[src/rtl/psa_pkg.sv]
`timescale 1ns/1ps
package psa_pkg;

  typedef enum logic [2:0] {
    ST_IDLE  = 3'd0,
    ST_ERASE = 3'd1,
    ST_PROG  = 3'd2,
    ST_ESUS  = 3'd3,
    ST_PSUS  = 3'd4,
    ST_NPROG = 3'd5,
    ST_NSUS  = 3'd6
  } op_state_e;

  function automatic logic is_running(op_state_e s);
    return (s == ST_ERASE) || (s == ST_PROG) || (s == ST_NPROG);
  endfunction

  // parked state reached when a running state is suspended
  function automatic op_state_e park_of(op_state_e s);
    case (s)
      ST_ERASE: return ST_ESUS;
      ST_PROG:  return ST_PSUS;
      ST_NPROG: return ST_NSUS;
      default:  return s;
    endcase
  endfunction

  // running state restored by a resume
  function automatic op_state_e wake_of(op_state_e s);
    case (s)
      ST_ESUS: return ST_ERASE;
      ST_PSUS: return ST_PROG;
      ST_NSUS: return ST_NPROG;
      default: return s;
    endcase
  endfunction

endpackage

[src/rtl/psa_sus_timer.sv]
`timescale 1ns/1ps
module psa_sus_timer #(
  parameter int LAT = 3
) (
  input  logic clk,
  input  logic rst,
  input  logic arm,
  input  logic cancel,
  output logic pend,
  output logic fire
);
  localparam int CW = (LAT > 1) ? $clog2(LAT) : 1;
  localparam logic [CW-1:0] LOAD = CW'(LAT - 1);

  logic [CW-1:0] cnt;

  always_ff @(posedge clk) begin
    if (rst) begin
      pend <= 1'b0;
      cnt  <= '0;
    end else if (cancel) begin
      pend <= 1'b0;
    end else if (arm) begin
      pend <= 1'b1;
      cnt  <= LOAD;
    end else if (pend) begin
      if (cnt == '0) pend <= 1'b0;
      else           cnt  <= cnt - 1'b1;
    end
  end

  assign fire = pend && (cnt == '0);

  AST_CNT_RANGE: assert property (@(posedge clk) disable iff (rst)
    pend |-> (cnt <= LOAD)) else $error("count out of range");
  AST_FIRE_DROPS: assert property (@(posedge clk) disable iff (rst)
    (fire && !arm) |=> !pend) else $error("pending stuck after fire");
endmodule

[src/rtl/psa_blk_guard.sv]
`timescale 1ns/1ps
module psa_blk_guard
  import psa_pkg::*;
#(
  parameter int BLK_W = 4
) (
  input  op_state_e         st,
  input  logic [BLK_W-1:0]  ers_blk,
  input  logic [BLK_W-1:0]  prg_blk,
  input  logic [BLK_W-1:0]  req_blk,
  output logic              hit
);
  localparam int SLOTS = 2;

  logic [SLOTS-1:0][BLK_W-1:0] slot_blk;
  logic [SLOTS-1:0]            slot_en;
  logic [SLOTS-1:0]            slot_hit;

  // slot 0: parked erase, slot 1: parked program
  assign slot_blk[0] = ers_blk;
  assign slot_blk[1] = prg_blk;
  assign slot_en[0]  = (st == ST_ESUS) || (st == ST_NSUS);
  assign slot_en[1]  = (st == ST_PSUS) || (st == ST_NSUS);

  for (genvar g = 0; g < SLOTS; g++) begin : g_slot
    assign slot_hit[g] = slot_en[g] && (slot_blk[g] == req_blk);
  end

  assign hit = |slot_hit;
endmodule

[src/rtl/pe_suspend_arbiter.sv]
`timescale 1ns/1ps
module pe_suspend_arbiter
  import psa_pkg::*;
#(
  parameter int BLK_W   = 4,
  parameter int SUS_LAT = 3
) (
  input  logic             clk,
  input  logic             rst,
  input  logic             start_erase,
  input  logic             start_prog,
  input  logic             suspend,
  input  logic             resume,
  input  logic             rd_req,
  input  logic [BLK_W-1:0] cmd_blk,
  input  logic             seq_done,
  output logic [2:0]       state_o,
  output logic [BLK_W-1:0] sus_blk,
  output logic             er_gnt,
  output logic             pg_gnt,
  output logic             rd_gnt,
  output logic             blk_err,
  output logic             sus_ack,
  output logic             ready
);
  op_state_e        st, st_n;
  logic [BLK_W-1:0] ers_blk, prg_blk, e_n, p_n, sb_n;
  logic             eg_n, pg_n, rg_n, err_n, ack_n, rdy_n;
  logic             running, hit, pend, fire, arm, cancel;

  assign running = is_running(st);
  assign arm     = running && suspend && !seq_done && !pend;
  assign cancel  = running && seq_done;

  psa_sus_timer #(.LAT(SUS_LAT)) u_timer (
    .clk(clk), .rst(rst), .arm(arm), .cancel(cancel), .pend(pend), .fire(fire)
  );

  psa_blk_guard #(.BLK_W(BLK_W)) u_guard (
    .st(st), .ers_blk(ers_blk), .prg_blk(prg_blk), .req_blk(cmd_blk), .hit(hit)
  );

  // one command strobe per cycle is expected; priority otherwise is
  // resume, erase, program, read
  always_comb begin
    st_n  = st;
    e_n   = ers_blk;
    p_n   = prg_blk;
    eg_n  = 1'b0;
    pg_n  = 1'b0;
    rg_n  = 1'b0;
    err_n = 1'b0;
    ack_n = 1'b0;
    if (running) begin
      if (seq_done) begin
        st_n = (st == ST_NPROG) ? ST_ESUS : ST_IDLE;
      end else if (fire) begin
        st_n  = park_of(st);
        ack_n = 1'b1;
      end
    end else if (resume && (st != ST_IDLE)) begin
      st_n = wake_of(st);
    end else if (start_erase) begin
      if (st == ST_IDLE) begin
        eg_n = 1'b1;
        st_n = ST_ERASE;
        e_n  = cmd_blk;
      end
    end else if (start_prog) begin
      if (hit) begin
        err_n = 1'b1;
      end else if (st == ST_IDLE || st == ST_ESUS) begin
        pg_n = 1'b1;
        p_n  = cmd_blk;
        st_n = (st == ST_IDLE) ? ST_PROG : ST_NPROG;
      end
    end else if (rd_req) begin
      if (hit) err_n = 1'b1;
      else     rg_n  = 1'b1;
    end
  end

  always_comb begin
    case (st_n)
      ST_PSUS, ST_NSUS:  sb_n = p_n;
      ST_ESUS, ST_NPROG: sb_n = e_n;
      default:           sb_n = '0;
    endcase
    rdy_n = !is_running(st_n);
  end

  always_ff @(posedge clk) begin
    if (rst) begin
      st      <= ST_IDLE;
      ers_blk <= '0;
      prg_blk <= '0;
      sus_blk <= '0;
      er_gnt  <= 1'b0;
      pg_gnt  <= 1'b0;
      rd_gnt  <= 1'b0;
      blk_err <= 1'b0;
      sus_ack <= 1'b0;
      ready   <= 1'b1;
    end else begin
      st      <= st_n;
      ers_blk <= e_n;
      prg_blk <= p_n;
      sus_blk <= sb_n;
      er_gnt  <= eg_n;
      pg_gnt  <= pg_n;
      rd_gnt  <= rg_n;
      blk_err <= err_n;
      sus_ack <= ack_n;
      ready   <= rdy_n;
    end
  end

  assign state_o = st;

  AST_ERASE_FROM_IDLE: assert property (@(posedge clk) disable iff (rst)
    er_gnt |-> ($past(st) == ST_IDLE)) else $error("erase granted outside idle");
  AST_BUSY_NOT_READY: assert property (@(posedge clk) disable iff (rst)
    is_running(st) |-> !ready) else $error("ready while running");
  AST_ACK_PARKED: assert property (@(posedge clk) disable iff (rst)
    sus_ack |-> (st == ST_ESUS || st == ST_PSUS || st == ST_NSUS)) else $error("ack without park");
  AST_ONE_RESULT: assert property (@(posedge clk) disable iff (rst)
    $onehot0({er_gnt, pg_gnt, rd_gnt, blk_err})) else $error("several results");
  AST_ERR_HOLDS_STATE: assert property (@(posedge clk) disable iff (rst)
    blk_err |-> (st == $past(st))) else $error("error changed state");
  AST_NO_PROG_IN_PSUS: assert property (@(posedge clk) disable iff (rst)
    pg_gnt |-> !($past(st) == ST_PSUS || $past(st) == ST_NSUS)) else $error("program during program suspend");
  AST_NEST_OTHER_BLK: assert property (@(posedge clk) disable iff (rst)
    (pg_gnt && $past(st) == ST_ESUS) |-> ($past(cmd_blk) != ers_blk)) else $error("program into erased block");
  AST_RESUME_IDLE: assert property (@(posedge clk) disable iff (rst)
    (st == ST_IDLE && resume && !start_erase && !start_prog && !rd_req) |=> (st == ST_IDLE))
    else $error("resume left idle");
endmodule

[config.mk]
export PLATFORM = sky130hd
export DESIGN_NAME = pe_suspend_arbiter
export DESIGN_NICKNAME = d
export VERILOG_FILES = /design/src/rtl/psa_pkg.sv /design/src/rtl/psa_sus_timer.sv /design/src/rtl/psa_blk_guard.sv /design/src/rtl/pe_suspend_arbiter.sv
export SDC_FILE = /design/constraint.sdc
export NUM_CORES = 1
export LEC_CHECK = 0
export BUFFER_PORTS_ARGS = -buffer_cell sky130_fd_sc_hd__buf_2
export CORE_MARGIN = 3
export CORE_UTILIZATION = 40
export CTS_CLUSTER_DIAMETER = 100
export CTS_CLUSTER_SIZE = 25
export DETAILED_ROUTE_END_ITERATION = 8
export PLACE_DENSITY = 0.67
export SYNTH_ARGS = -nofsm -noshare
export SYNTH_HDL_FRONTEND = slang
export SYNTH_SLANG_ARGS = --single-unit
[constraint.sdc]
create_clock -name clk -period 4.34 [get_ports clk]
set_input_delay 0.217 -clock clk [delete_from_list [all_inputs] [get_ports clk]]
set_output_delay 0.217 -clock clk [all_outputs]
set_load 0.03 [all_outputs]
# Word level (Yosys, flattened, before mapping)
# Index checks and enable logic that the tools add are counted.
[word_totals]
word_cells = 102
out_inout_bits = 13
ff_bits = 24
inputBits = 12
[classes]
bitwise_logic = 5
n_addsub = 1
muxes = 37
reduce_logical = 32
eq_ne = 15
[op_table]
columns = ["operator", "count"]
rows = [
  ["4-bit two-way mux", 10],
  ["3-bit two-way mux", 10],
  ["3-bit == test (second input constant)", 6],
  ["3-bit case mux with 3 select lines", 2],
  ["3-bit by 2-bit == test with 1-bit output (second input constant)", 4],
  ["1-bit two-way mux", 10],
  ["4-bit == test", 2],
  ["1-bit logical AND", 8],
  ["2-bit two-way mux", 4],
  ["4-bit case mux with 2 select lines", 1],
  ["2-bit OR reduction", 4],
  ["4-bit OR reduction", 2],
  ["1-bit logical OR", 7],
  ["7-bit OR reduction", 1],
  ["3-bit by 1-bit == test with 1-bit output (second input constant)", 2],
  ["6-bit OR reduction", 1],
  ["1-bit NOT", 5],
  ["1-bit zero test", 3],
  ["3-bit zero test", 1],
  ["3-bit AND reduction", 1],
  ["3-bit nonzero test", 1],
  ["3-bit OR reduction", 1],
  ["2-bit zero test", 1],
  ["2-bit != test (second input constant)", 1],
  ["other kinds (2)", 2],
]

# Longest topological paths before layout
# Gate-level depths: netlist of the first run.
[depth]
word_depth = 13
mapped_depth = 9
depth_no_buf = 9

# Modules after synthesis
# A second synthesis of the first run with hierarchy kept.
[hier_totals]
cells_unflattened = 145
hier_area_um2 = 1380.1
[by_module_without_submodules]
columns = ["module", "cells_each", "instances", "area_per_inst_um2", "seq_area_each_um2"]
rows = [
  ["pe_suspend_arbiter", 117, 1, 1104.8, 420.4],
  ["psa_sus_timer", 15, 1, 161.4, 60.1],
  ["psa_blk_guard", 13, 1, 113.9, 0.0],
]

# Worst setup path after synthesis of the first run
# No wires, ideal clock.
[synth_path]
kind = "reg2reg"
start = "register st[2], in the netlist state_o[2]"
end = "register sus_blk[0]"
t_required_ns = 4.223
stages_incl_launch_ff = 7
period_less_slack_ns = 1.880
path_slack_ns = 2.460
setup_ns = 0.117
arrival_time_ns = 1.763
path_buffers = 1
cell_sequence = "dfxtp_1 > buf_2 > a21oi_1 > o31ai_1 > a211oi_2 > xor2_2 > a32o_1"
[synth_between]
elab_chain_cells = 12
word_cells_on_any_way = 47
cone_classes = "10 x eq/ne; 24 x mux; 13 x reduce/logical"
[synth_rtl]
columns = ["item", "line_no", "text"]
rows = [
  ["from (decl)", "pe_suspend_arbiter.sv:26", "op_state_e st, st_n;"],
  ["from (signal assigned)", "pe_suspend_arbiter.sv:105", "st <= st_n;"],
  ["3-bit by 2-bit == test with 1-bit output (tied with other cells)", "psa_pkg.sv:30, psa_blk_guard.sv:22, pe_suspend_arbiter.sv:72", ""],
  ["1-bit logical OR, on equally long branches", "psa_blk_guard.sv:22, psa_blk_guard.sv:23", ""],
  ["1-bit logical AND", "psa_blk_guard.sv:26", "assign slot_hit[g] = slot_en[g] && (slot_blk[g] == req_blk);"],
  ["2-bit OR reduction", "psa_blk_guard.sv:29", "assign hit = |slot_hit;"],
  ["3-bit two-way mux", "pe_suspend_arbiter.sv:70", "if (hit) begin"],
  ["3-bit two-way mux", "pe_suspend_arbiter.sv:69", "end else if (start_prog) begin"],
  ["3-bit two-way mux", "pe_suspend_arbiter.sv:63", "end else if (start_erase) begin"],
  ["3-bit two-way mux", "pe_suspend_arbiter.sv:61", "end else if (resume && (st != ST_IDLE)) begin"],
  ["3-bit two-way mux", "pe_suspend_arbiter.sv:54", "if (running) begin"],
  ["3-bit == test or 3-bit by 2-bit == test with 1-bit output (tied branches)", "pe_suspend_arbiter.sv:84", "case (st_n)"],
  ["2-bit OR reduction", "pe_suspend_arbiter.sv:84", ""],
  ["4-bit case mux with 2 select lines *", "pe_suspend_arbiter.sv:84", ""],
  ["to (signal assigned)", "pe_suspend_arbiter.sv:108", "sus_blk <= sb_n;"],
  ["to (decl)", "pe_suspend_arbiter.sv:18", "output logic [BLK_W-1:0] sus_blk,"],
]
# Mark *: on every way between the ends. The rest lies on a longest branch, timed or not.
# A chain may end at the register's enable or synchronous reset.

# Worst setup path in the final report of the first run
[layout_path]
start = "register st[0], in the netlist state_o[0]"
end = "register sus_blk[0]"
# Same word-level chain as after synthesis.

==> reports/results.md, run 1 <==
* **DR WL met2** 1.228 mm
* **number of library cell types mapped by synthesis** 39
* **number of vias per cell after detailed routing** 4.961
* **setup clock skew after layout** 0.004952 ns
* **die area** 3845 sq um
* **max-slew violations** 0
* **# port buffers** 24
* **Register Area** 480.5 sq um
* **final-report hold violation count** 0
* **layout overhead on the synthesized area** 14.86%
* **mux share of post-synthesis cell area** 0.08076
* **hold_buf cts** 0
* **overall fraction of global-route tracks in use** 0.1441
* **vertical die dimension** 62.01 um
* **final cell count without fillers** 204
* **transition time at the pin with the least slew margin** 0.5770 ns
* **final routed wirelength across all metal layers** 2.611 mm
* **arrival time of data at the critical path endpoint** 2.32 ns
* **Core Box Area** 2877 sq um
* **maximum number of pins on one net before global-route repair** 26
* **max-cap violations** 0
* **routability cong.** 0.8272
* **register bit total from synthesis** 24
* **clock net sink count** 24
* **worst-case headroom to the max-slew limit** 0.6148
* **total iterations of the first detailed-routing run** 4
* **start-to-end type of the worst setup path** register to register
* **clock tree from TritonCTS** yes
* **TritonCTS Buffers** 3
* **Post-CTS Repair Setup Buffers** 0
* **cell leakage power** 0.6118 nW
* **total nets after synthesis** 152
* **share of synthesized area occupied by flip-flops and latches** 0.3829
* **Site Rows** 19
* **nets@finish** 176
* **Post-Synth XOR/XNOR Area** 0.07577
* **share of post-route cells with drive strength above 1** 0.2346
* **combinational family with the most area after synthesis** simple AND/OR/NAND/NOR gates
* **Adder-Cell Fraction of Synth Area** 0.009970
* **I/O pin count** 25
* **average detailed-routed wire length per instance** 12.80 um
* **via count of the first global-routing pass** 915
* **Worst path slowest cell** sky130_fd_sc_hd__dfxtp_1
* **final number of setup-violating endpoints** 0
* **synthesized netlist cell count** 139
* **Met3 Wirelength** 104 um
* **Layout fillers** 269
* **worst stage delay on the critical path** 0.71 ns
* **simple logic cell fraction of the synthesized area** 0.2602
* **leftover overflow at the end of global routing** 0
* **DRC violation count after routing** 0
* **clock transition at the register clock pins on the worst setup and hold paths after CTS** 0.14 ns
* **post-synthesis average cell area** 9.028 sq um
* **initial cell density of the core** 0.4363
* **Tcrit/Tclk final** 0.4830
* **maximum ir drop on the vdd rail** 0.1784 mV
* **outcome** completed
* **placed instance count** 200
* **required time reported for the critical path endpoint** 4.56 ns
* **number of antenna cells inserted** 0
* **Hold WC Path Type** input port to register
* **timing-limited maximum frequency** 477.0 MHz
* **warnings from Yosys** 0
* **area of the multi-input gates** 725.7 sq um
* **CTS H-Tree Depth** 1
* **worst hold slack** 0.1101 ns
* **CTS-repair resized insts** 0
* **detailed placement HPWL** 1.986 mm
* **power density cells** 319.7 nW/um^2
* **worst path buffer plus inverter count** 0
* **CP top delay family** flip-flops
* **capturing element type of the critical path** register
* **largest fanout on the critical path** 15
* **number of routed nets with antenna violations** 0
* **synthesized cell area** 1255 sq um
* **Max Root-Sink Buffers** 2
* **routed length on met1** 1.225 mm
* **highest routed layer** met4
* **buffer type at the clock tree root** sky130_fd_sc_hd__clkbuf_4
* **global-route wire length before repair** 4.064 mm
* **startpoint type of the worst setup path** register
* **via count** 1,012
* **fraction of the mapped netlist area in compound gates** 0.1515
* **setup repair after global routing missed its margin** false
* **initial antenna violation count** 0
* **setup TNS** 0 ns
* **Worst-Skew Late Latency** 0.32 ns
* **DRC marker count from the first detailed-route iteration** 46
* **cells along the critical path** xor2_1, nand4_1, o21ai_1, and3_1, a211oi_2, xor2_2, a32o_1
* **width of the chip** 62.01 um
* **fin crit period** 2.096 ns
## layout make-up
type | count | area share
tap | 42 | 0.03646
sequential | 24 | 0.3333
inverter | 7 | 0.01823
clock buffer | 4 | 0.02517
timing repair buffer | 24 | 0.08333
multi-input combinational | 103 | 0.5035
## cell usage after synthesis (all sizes together)
master	number	share of area
nand4	1	0.0050
nor2	22	0.068
dfxtp	24	0.38
o31ai	1	0.0060
and3b	1	0.0070
nand2	5	0.015
a41oi	1	0.022
o21ai	7	0.028
and3	1	0.0050
a31oi	1	0.0050
a32o	1	0.0080
ha	1	0.010
nand2b	8	0.040
and2	1	0.0050
mux2	1	0.0090
inv	7	0.021
o211ai	1	0.010
nor3b	2	0.016
a21oi	5	0.020
buf	3	0.012
nor4	3	0.027
or2	1	0.0050
a211oi	4	0.032
a22o	3	0.021
nor3	5	0.020
nand4b	1	0.0070
mux2i	9	0.072
xnor2	7	0.049
nor4b	1	0.012
xor2	3	0.027
nor2b	5	0.025
clkbuf	2	0.0060
nand3	1	0.0040
## power breakdown
part,switching [mW],leakage (nW),total (mW),internal [mW]
clock network,0.0686,0.0210,0.120,0.0513
registers,0.0125,0.196,0.245,0.232
logic,0.0577,0.395,0.0963,0.0386
## final timing paths
path | cells after the start | to | slack [ns] | from
worst max-delay path | 7 | sus_blk[0] | 2.24 | state_o[0]
worst min-delay path | 3 | rd_gnt | 0.11 | rd_req
worst min register to register | 2 | u_timer.cnt[1] | 0.49 | u_timer.cnt[1]
worst max register to register | 7 | sus_blk[0] | 2.24 | state_o[0]
## cell families after synthesis
group,Yosys count
adder cells (fa/ha/maj),1
XOR/XNOR,10
AO/OA/AOI/OAI,24
AND/OR/NAND/NOR,58
buffers and inverters,12
multiplexers,10
flip-flops,24
## per-stage QoR
step / setup WS (ns) / util / power [mW] / cell area (sq um)
after floorplan: 2.460 / - / 0.3183 / 1255
after global placement: 2.359 / 0.4885 / 0.3438 / 1405
after detailed placement: 2.287 / 0.4885 / 0.3460 / 1405
after CTS: 2.247 / 0.5011 / 0.4634 / 1441
after global routing: 2.081 / 0.5011 / 0.4828 / 1441
final: 2.244 / 0.5011 / 0.4608 / 1441
## per-layer routing
| metal | up-vias | track usage |
|---|---|---|
| li1 | 529 | - |
| met1 | 454 | 0.1863 |
| met2 | 23 | 0.2189 |
| met3 | 6 | 0.04132 |
| met4 | 0 | 0.06970 |
| met5 | - | 0 |
## layout by cell type (no fill, tap or decap), drive strengths merged, types with 2 or more instances in the layout
cell type,count
a211oi,4
a21oi,5
a22o,3
buf,24
clkbuf,4
dfxtp,24
inv,7
mux2i,9
nand2,5
nand2b,8
nor2,22
nor2b,5
nor3,5
nor3b,2
nor4,3
o21ai,7
xnor2,7
xor2,3
## worst register-to-register path: cells and delay by family (launching register included)
kind | cells | cell delay [ns]
xor gates and xnor gates | 2 | 0.30
DFF | 1 | 0.71
and+or+nand+nor | 2 | 0.34
AOI/OAI and AO/OA | 3 | 0.64
## sequential cells by signal, summed over array words and instances, names as in the netlist
name / count
ers_blk: 4
pg_gnt: 1
sus_blk: 4
sus_ack: 1
blk_err: 1
ready: 1
u_timer.pend: 1
u_timer.cnt: 2
rd_gnt: 1
prg_blk: 4
er_gnt: 1
state_o: 3
(Power assumes the default switching activity.)
==> inputs of run 2 (changes only) <==
==> constraint.sdc (replaced) <==
create_clock -name clk -period 2 [get_ports clk]
set_input_delay 0.1 -clock clk [delete_from_list [all_inputs] [get_ports clk]]
set_output_delay 0.1 -clock clk [all_outputs]
set_load 0.03 [all_outputs]
==> run 2 against run 1 <==
  * Sequential share of layout area decreased by 1.6 points
  * Design area increased by 5.7%
  * Hold slack got worse by 0.088 ns
  * First-iteration DRC count increased by 28%
  * Clock skew increased by 0.0026 ns
  * Die area unchanged
  * Via count increased by 5.0%
  * Sequential cell count unchanged
  * Largest cell class unchanged
==> reports/results.md, run 2 (synthesis results as in run 1) <==
* **cell leakage power** 0.6643 nW, +8.6%
* **DRC violation count after routing** 0, unchanged
* **leftover overflow at the end of global routing** 0, unchanged
* **net load switching power** 312.7 uW, +130%
* **Max Root-Sink Buffers** 2, unchanged
* **startpoint type of the worst setup path** register
* **transition time at the pin with the least slew margin** 0.3995 ns, -0.1775 ns
* **Worst-Skew Late Latency** 0.32 ns, about the same
* **worst path buffer plus inverter count** 0, unchanged
* **capture point of the worst reg-to-reg path** sus_blk[0]
* **via count** 1,063, +5.0%
* **highest-count cells in the layout ignoring fill and taps** 24 x sky130_fd_sc_hd__buf_2, 22 x sky130_fd_sc_hd__dfxtp_1, 21 x sky130_fd_sc_hd__nor2_1
* **largest fanout on the critical path** 11, -4
* **fin crit period** 1.870 ns, -0.2263 ns
* **cells along the critical path** nor3b_2, a21oi_1, o31ai_1, a211oi_2, xor2_2, a32o_1
* **detailed placement HPWL** 1.989 mm, +0.15%
* **buffer type at the clock tree root** sky130_fd_sc_hd__clkbuf_4
* **Min-Delay Path Depth** 2, -1
* **Tcrit/Tclk final** 0.9350, +0.4520
* **share of post-route cells with drive strength above 1** 0.2907, +0.05613
* **outcome** completed
* **overall fraction of global-route tracks in use** 0.1523, +0.008281
* **max-slew violations** 0, unchanged
* **timing-limited maximum frequency** 534.7 MHz, +12%
* **layout overhead on the synthesized area** 21.44%
* **# port buffers** 24, unchanged
* **worst-case headroom to the max-slew limit** 0.7324, +0.1176
* **I/O pin count** 25, unchanged
* **CTS H-Tree Depth** 1, unchanged
* **TritonCTS Buffers** 3, unchanged
* **number of vias per cell after detailed routing** 4.967, +0.13%
* **clock net sink count** 24, unchanged
* **Hold WC Path Type** input port to register
* **cell area after placement** 1458 sq um, +3.7%
* **power density cells** 676.6 nW/um^2, +110%
* **number of routed nets with antenna violations** 0, unchanged
* **worst stage delay on the critical path** 0.41 ns, -0.30 ns
* **Worst path slowest cell** sky130_fd_sc_hd__dfxtp_2
* **clock tree from TritonCTS** yes
* **setup TNS** 0 ns, unchanged
* **internal cell power** 718.5 uW, +120%
* **Largest regs** ers_blk x4, prg_blk x4, sus_blk x4
* **fin area** 1524 sq um, +5.7%
* **relative contribution of sequential cells to total power** 0.507, -0.024
* **startpoint of the worst hold path** start_prog
* **setup clock skew after layout** 0.007598 ns, +0.002646 ns
* **required time reported for the critical path endpoint** 2.23 ns, -2.33 ns
* **Reg2Reg Launch Point** state_o[2]
* **final-report hold violation count** 0, unchanged
* **arrival time of data at the critical path endpoint** 2.10 ns, -0.22 ns
* **final routed wirelength across all metal layers** 2.673 mm, +2.4%
* **Core Box Area** 2877 sq um, unchanged
* **Worst Hold Endpoint** rd_gnt
* **power share of the clock group** 0.258, -0.002
* **maximum ir drop on the vdd rail** 0.3830 mV, +110%
* **initial cell density of the core** 0.4363, unchanged
* **average detailed-routed wire length per instance** 12.49 um, -2.4%
* **net switching share of the total power** 0.3032, +0.001988
* **initial antenna violation count** 0, unchanged
* **capturing element type of the critical path** register
* **final number of setup-violating endpoints** 0, unchanged
* **via count of the first global-routing pass** 981, +7.2%
* **Crit. Startpoint** state_o[2]
* **number of antenna cells inserted** 0, unchanged
* **most common library cell in the layout ignoring fill and taps** sky130_fd_sc_hd__buf_2
* **setup repair after global routing missed its margin** false
* **DRC marker count from the first detailed-route iteration** 59, +28%
* **maximum number of pins on one net before global-route repair** 26, unchanged
* **max-cap violations** 0, unchanged
* **CP top delay family** compound AO/OA/AOI/OAI gates
* **number of cells traversed by the worst register-to-register path** 6, -1
* **clock transition at the register clock pins on the worst setup and hold paths after CTS** 0.14 ns, about the same
* **width of the chip** 62.01 um, unchanged
* **total iterations of the first detailed-routing run** 4, unchanged
* **start-to-end type of the worst setup path** register to register
* **share of total power in combinational logic** 0.235, +0.026
* **vertical die dimension** 62.01 um, unchanged
* **placed instance count** 207, +3.5%
* **Site Rows** 19, unchanged
* **final cell count without fillers** 214, +4.9%
* **routability cong.** 0.9107, +10%
* **nets@finish** 186, +5.7%
* **R2R Setup Slk** 0.13 ns, -2.11 ns
* **die area** 3845 sq um, unchanged
* **global-route wire length before repair** 4.360 mm, +7.3%
## run 2: cell count changes in the layout (fill, tap and decap cells not counted), sizes merged
cell | before | now
dlygate4sd3 | 0 | 1
buf | 24 | 33
## run 2: worst reg2reg max path: cells and delay by family, from the launching register on
kind	cells	cell delay, ns
AO/OA/AOI/OAI	4	0.85
flip-flops	1	0.41
AND/OR/NAND/NOR	1	0.30
XOR/XNOR	1	0.22
## run 2: area by class of cell
class,instances,area [sq um]
clock buffers,4,36.28
fillers,269,1353
inverters,7,26.28
multi-input cells,103,728.2
flip-flops and latches,24,483.0
well taps,42,52.55
repair buffers,34,197.7
## run 2: power by group through the flow
stage	registers (mW)	clock network (mW)	logic (mW)
3_3_place_gp	0.533	0	0.224
2_1_floorplan	0.553	0	0.138
6_report	0.523	0.266	0.243
3_5_place_dp	0.533	0	0.228
5_1_grt	0.527	0.292	0.267
4_1_cts	0.523	0.272	0.231
## run 2: how the worst max path moves through the flow
| stage | end | slack, ns | depth (start not counted) |
|---|---|---|---|
| after global routing | sus_blk[0] | 0.02 | 9 |
| final | sus_blk[0] | 0.13 | 6 |
| after floorplan | sus_blk[0] | 0.12 | 6 |
| after CTS | sus_blk[0] | 0.04 | 9 |
| after detailed placement | sus_blk[0] | 0.07 | 9 |
| after global placement | sus_blk[0] | 0.11 | 9 |
## run 2: metal layers
metal,track usage,part of all wire,vias to the layer above
met5,0,0,-
met4,0.06364,0.015,0
met3,0.02893,0.033,5
met2,0.2367,0.48,26
met1,0.2055,0.48,484
li1,-,-,548
## run 2: what timing repair did
| item | in CTS | in global routing |
|---|---|---|
| buffers inserted | 0 | 2 |
| setup endpoints to repair | 0 | 7 |
| hold buffers | 1 | 0 |
| endpoints found under the hold margin | 1 | 0 |
| gates resized for setup | 0 | 4 |
## run 2: stage by stage
| stage | util | worst slack (ns) | total power, mW | hold WS, ns |
|---|---|---|---|---|
| CTS | 0.5228 | 0.03943 | 1.025 | 0.006532 |
| floorplan | - | 0.1196 | 0.6907 | 0.1774 |
| finish | 0.5298 | 0.1300 | 1.031 | 0.02196 |
| global placement | 0.5067 | 0.1131 | 0.7568 | 0.3446 |
| global route | 0.5298 | 0.01580 | 1.085 | 0.009999 |
| detailed placement | 0.5067 | 0.06623 | 0.7616 | 0.3432 |
==> inputs of run 3 (changes only) <==
==> constraint.sdc (replaced) <==
create_clock -name clk -period 2 [get_ports clk]
set_input_delay 0.3 -clock clk [delete_from_list [all_inputs] [get_ports clk]]
set_output_delay 0.3 -clock clk [all_outputs]
set_load 0.03 [all_outputs]
==> run 3 against run 2 <==
  * Routed wire length decreased by 1.5%
  * Fmax decreased by 0.56%
  * Setup slack got worse by 0.010 ns
  * Die area unchanged
==> reports/results.md, run 3 (synthesis results as in run 1) <==
* **outcome** completed
* **number of routed nets with antenna violations** 0, unchanged
* **worst hold slack** 0.2053 ns, +0.1834 ns
* **Site Rows** 19, unchanged
* **worst stage delay on the critical path** 0.36 ns, -0.05 ns
* **area of the multi-input gates** 744.5 sq um, +2.2%
* **highest-count cells in the layout ignoring fill and taps** 24 x sky130_fd_sc_hd__buf_2, 21 x sky130_fd_sc_hd__dfxtp_1, 20 x sky130_fd_sc_hd__nor2_1
* **routability cong.** 0.8193, -10%
* **Tcrit/Tclk final** 0.9402, +0.005228
* **cells along the critical path** inv_1, ha_1, nand2_1, nor2_1, a211oi_1, a21oi_1, a211oi_2, buf_4, xor2_4, a32o_1
* **max-cap violations** 0, unchanged
* **maximum ir drop on the vdd rail** 0.4204 mV, +9.8%
* **transition time at the pin with the least slew margin** 0.4052 ns, +0.005759 ns
* **startpoint type of the worst setup path** register
* **detailed placement HPWL** 2.041 mm, +2.6%
* **setup repair after global routing missed its margin** false
* **global-route wire length before repair** 4.540 mm, +4.1%
* **final cell count without fillers** 212, -0.93%
* **hold_buf cts** 0, -1
* **Max Root-Sink Buffers** 2, unchanged
* **largest fanout on the critical path** 4, -7
* **average detailed-routed wire length per instance** 12.42 um, -0.57%
* **leftover overflow at the end of global routing** 0, unchanged
* **via count of the first global-routing pass** 976, -0.51%
* **I/O pin count** 25, unchanged
* **fin crit period** 1.880 ns, +0.01046 ns
* **number of antenna cells inserted** 0, unchanged
* **max-slew violations** 0, unchanged
* **maximum number of pins on one net before global-route repair** 26, unchanged
* **final-report hold violation count** 0, unchanged
* **DRC marker count from the first detailed-route iteration** 55, -6.8%
* **nets@finish** 184, -1.1%
* **final number of setup-violating endpoints** 0, unchanged
* **DRC violation count after routing** 0, unchanged
* **layout overhead on the synthesized area** 22.93%
* **Core Box Area** 2877 sq um, unchanged
* **final core utilization** 0.5363, +0.006524
* **Largest regs** ers_blk x4, prg_blk x4, sus_blk x4
* **CTS H-Tree Depth** 1, unchanged
* **Register Area** 486.7 sq um, +0.78%
* **clock tree from TritonCTS** yes
* **worst-case headroom to the max-slew limit** 0.7298, -0.002596
* **power density cells** 723.4 nW/um^2, +6.9%
* **CP top delay family** compound AO/OA/AOI/OAI gates
* **setup clock skew after layout** 0.008645 ns, +0.001047 ns
* **most common library cell in the layout ignoring fill and taps** sky130_fd_sc_hd__buf_2
* **total iterations of the first detailed-routing run** 4, unchanged
* **die area** 3845 sq um, unchanged
* **timing-limited maximum frequency** 531.8 MHz, -0.56%
* **start-to-end type of the worst setup path** register to register
* **vertical die dimension** 62.01 um, unchanged
* **final routed wirelength across all metal layers** 2.633 mm, -1.5%
* **overall fraction of global-route tracks in use** 0.1602, +0.007889
* **clock transition at the register clock pins on the worst setup and hold paths after CTS** 0.13 ns, about the same
* **width of the chip** 62.01 um, unchanged
* **TritonCTS Buffers** 3, unchanged
* **Overall Power** 1.116 mW, +8.2%
* **worst path buffer plus inverter count** 2, +2
* **arrival time of data at the critical path endpoint** 2.11 ns, about the same
* **Worst-Skew Late Latency** 0.32 ns, about the same
* **number of vias per cell after detailed routing** 4.986, +0.37%
* **fin area** 1543 sq um, +1.2%
* **required time reported for the critical path endpoint** 2.23 ns, about the same
* **Hold WC Path Type** input port to register
* **cell leakage power** 0.6648 nW, about the same
* **capturing element type of the critical path** register
* **buffer type at the clock tree root** sky130_fd_sc_hd__clkbuf_4
* **cell area after placement** 1450 sq um, -0.52%
* **# port buffers** 24, unchanged
* **share of post-route cells with drive strength above 1** 0.3000, +0.009302
* **initial cell density of the core** 0.4363, unchanged
* **Worst path slowest cell** sky130_fd_sc_hd__dfxtp_2
* **via count** 1,057, -0.56%
* **clock net sink count** 24, unchanged
* **Layout fillers** 256, -4.8%
* **placed instance count** 206, -0.48%
* **initial antenna violation count** 0, unchanged
==> run 3: cell types whose count changed in the layout (fill, tap and decap cells not counted), sizes merged <==
cell,change
buf,-1
bufinv,+1
clkbuf,-1
dlygate4sd3,-1
==> run 3: power breakdown <==
group | leakage, nW | total (mW) | switching (mW) | internal (mW)
Clock | 0.0279 | 0.350 | 0.148 | 0.203
Sequential | 0.197 | 0.522 | 0.0186 | 0.503
Combinational | 0.440 | 0.244 | 0.141 | 0.103
==> run 3: routing by layer <==
layer	vias to the layer above	routed length, um	global-route usage	part of all wire
met1	490	1220	0.2115	0.46
met5	-	0	0	0
met2	18	1267	0.2485	0.48
li1	545	-	-	-
met3	4	108	0.04752	0.041
met4	0	37	0.05455	0.014
==> run 3: through the flow <==
stage,setup slack [ns],setup TNS [ns]
2_1_floorplan,0.1196,0
5_1_grt,0.01242,0
3_5_place_dp,-0.005567,-0.005567
6_report,0.1195,0
4_1_cts,0.02096,0
3_3_place_gp,0.05531,0
==> run 3: final timing paths <==
path / startpoint / end / slack (ns) / cells after the start
setup / recovery: u_timer.cnt[0] / sus_blk[0] / 0.12 / 10
hold reg to reg: u_timer.cnt[1] / u_timer.cnt[1] / 0.49 / 2
hold / removal: rd_req / rd_gnt / 0.21 / 3
setup reg to reg: u_timer.cnt[0] / sus_blk[0] / 0.12 / 10
==> run 3: what timing repair did <==
item                       4_1_cts  5_1_grt
pin swaps                        1        1
setup endpoints to repair        3        6
buffers inserted                 1        1
gates resized for setup          1        7
==> run 3: worst register-to-register path, cell delays in order, from the launching register on <==
cell	delay (ns)
sky130_fd_sc_hd__dfxtp_2	0.36
sky130_fd_sc_hd__inv_1	0.04
sky130_fd_sc_hd__ha_1	0.19
sky130_fd_sc_hd__nand2_1	0.12
sky130_fd_sc_hd__nor2_1	0.08
sky130_fd_sc_hd__a211oi_1	0.21
sky130_fd_sc_hd__a21oi_1	0.08
sky130_fd_sc_hd__a211oi_2	0.18
sky130_fd_sc_hd__buf_4	0.18
sky130_fd_sc_hd__xor2_4	0.08
sky130_fd_sc_hd__a32o_1	0.27
==> run 3: layout make-up <==
class | count | share of cell area
well taps | 42 | 0.03406
repair buffers | 32 | 0.1168
clock buffers | 3 | 0.01460
inverters | 7 | 0.01703
multi-input cells | 103 | 0.4826
clock inverters | 1 | 0.01946
flip-flops and latches | 24 | 0.3155
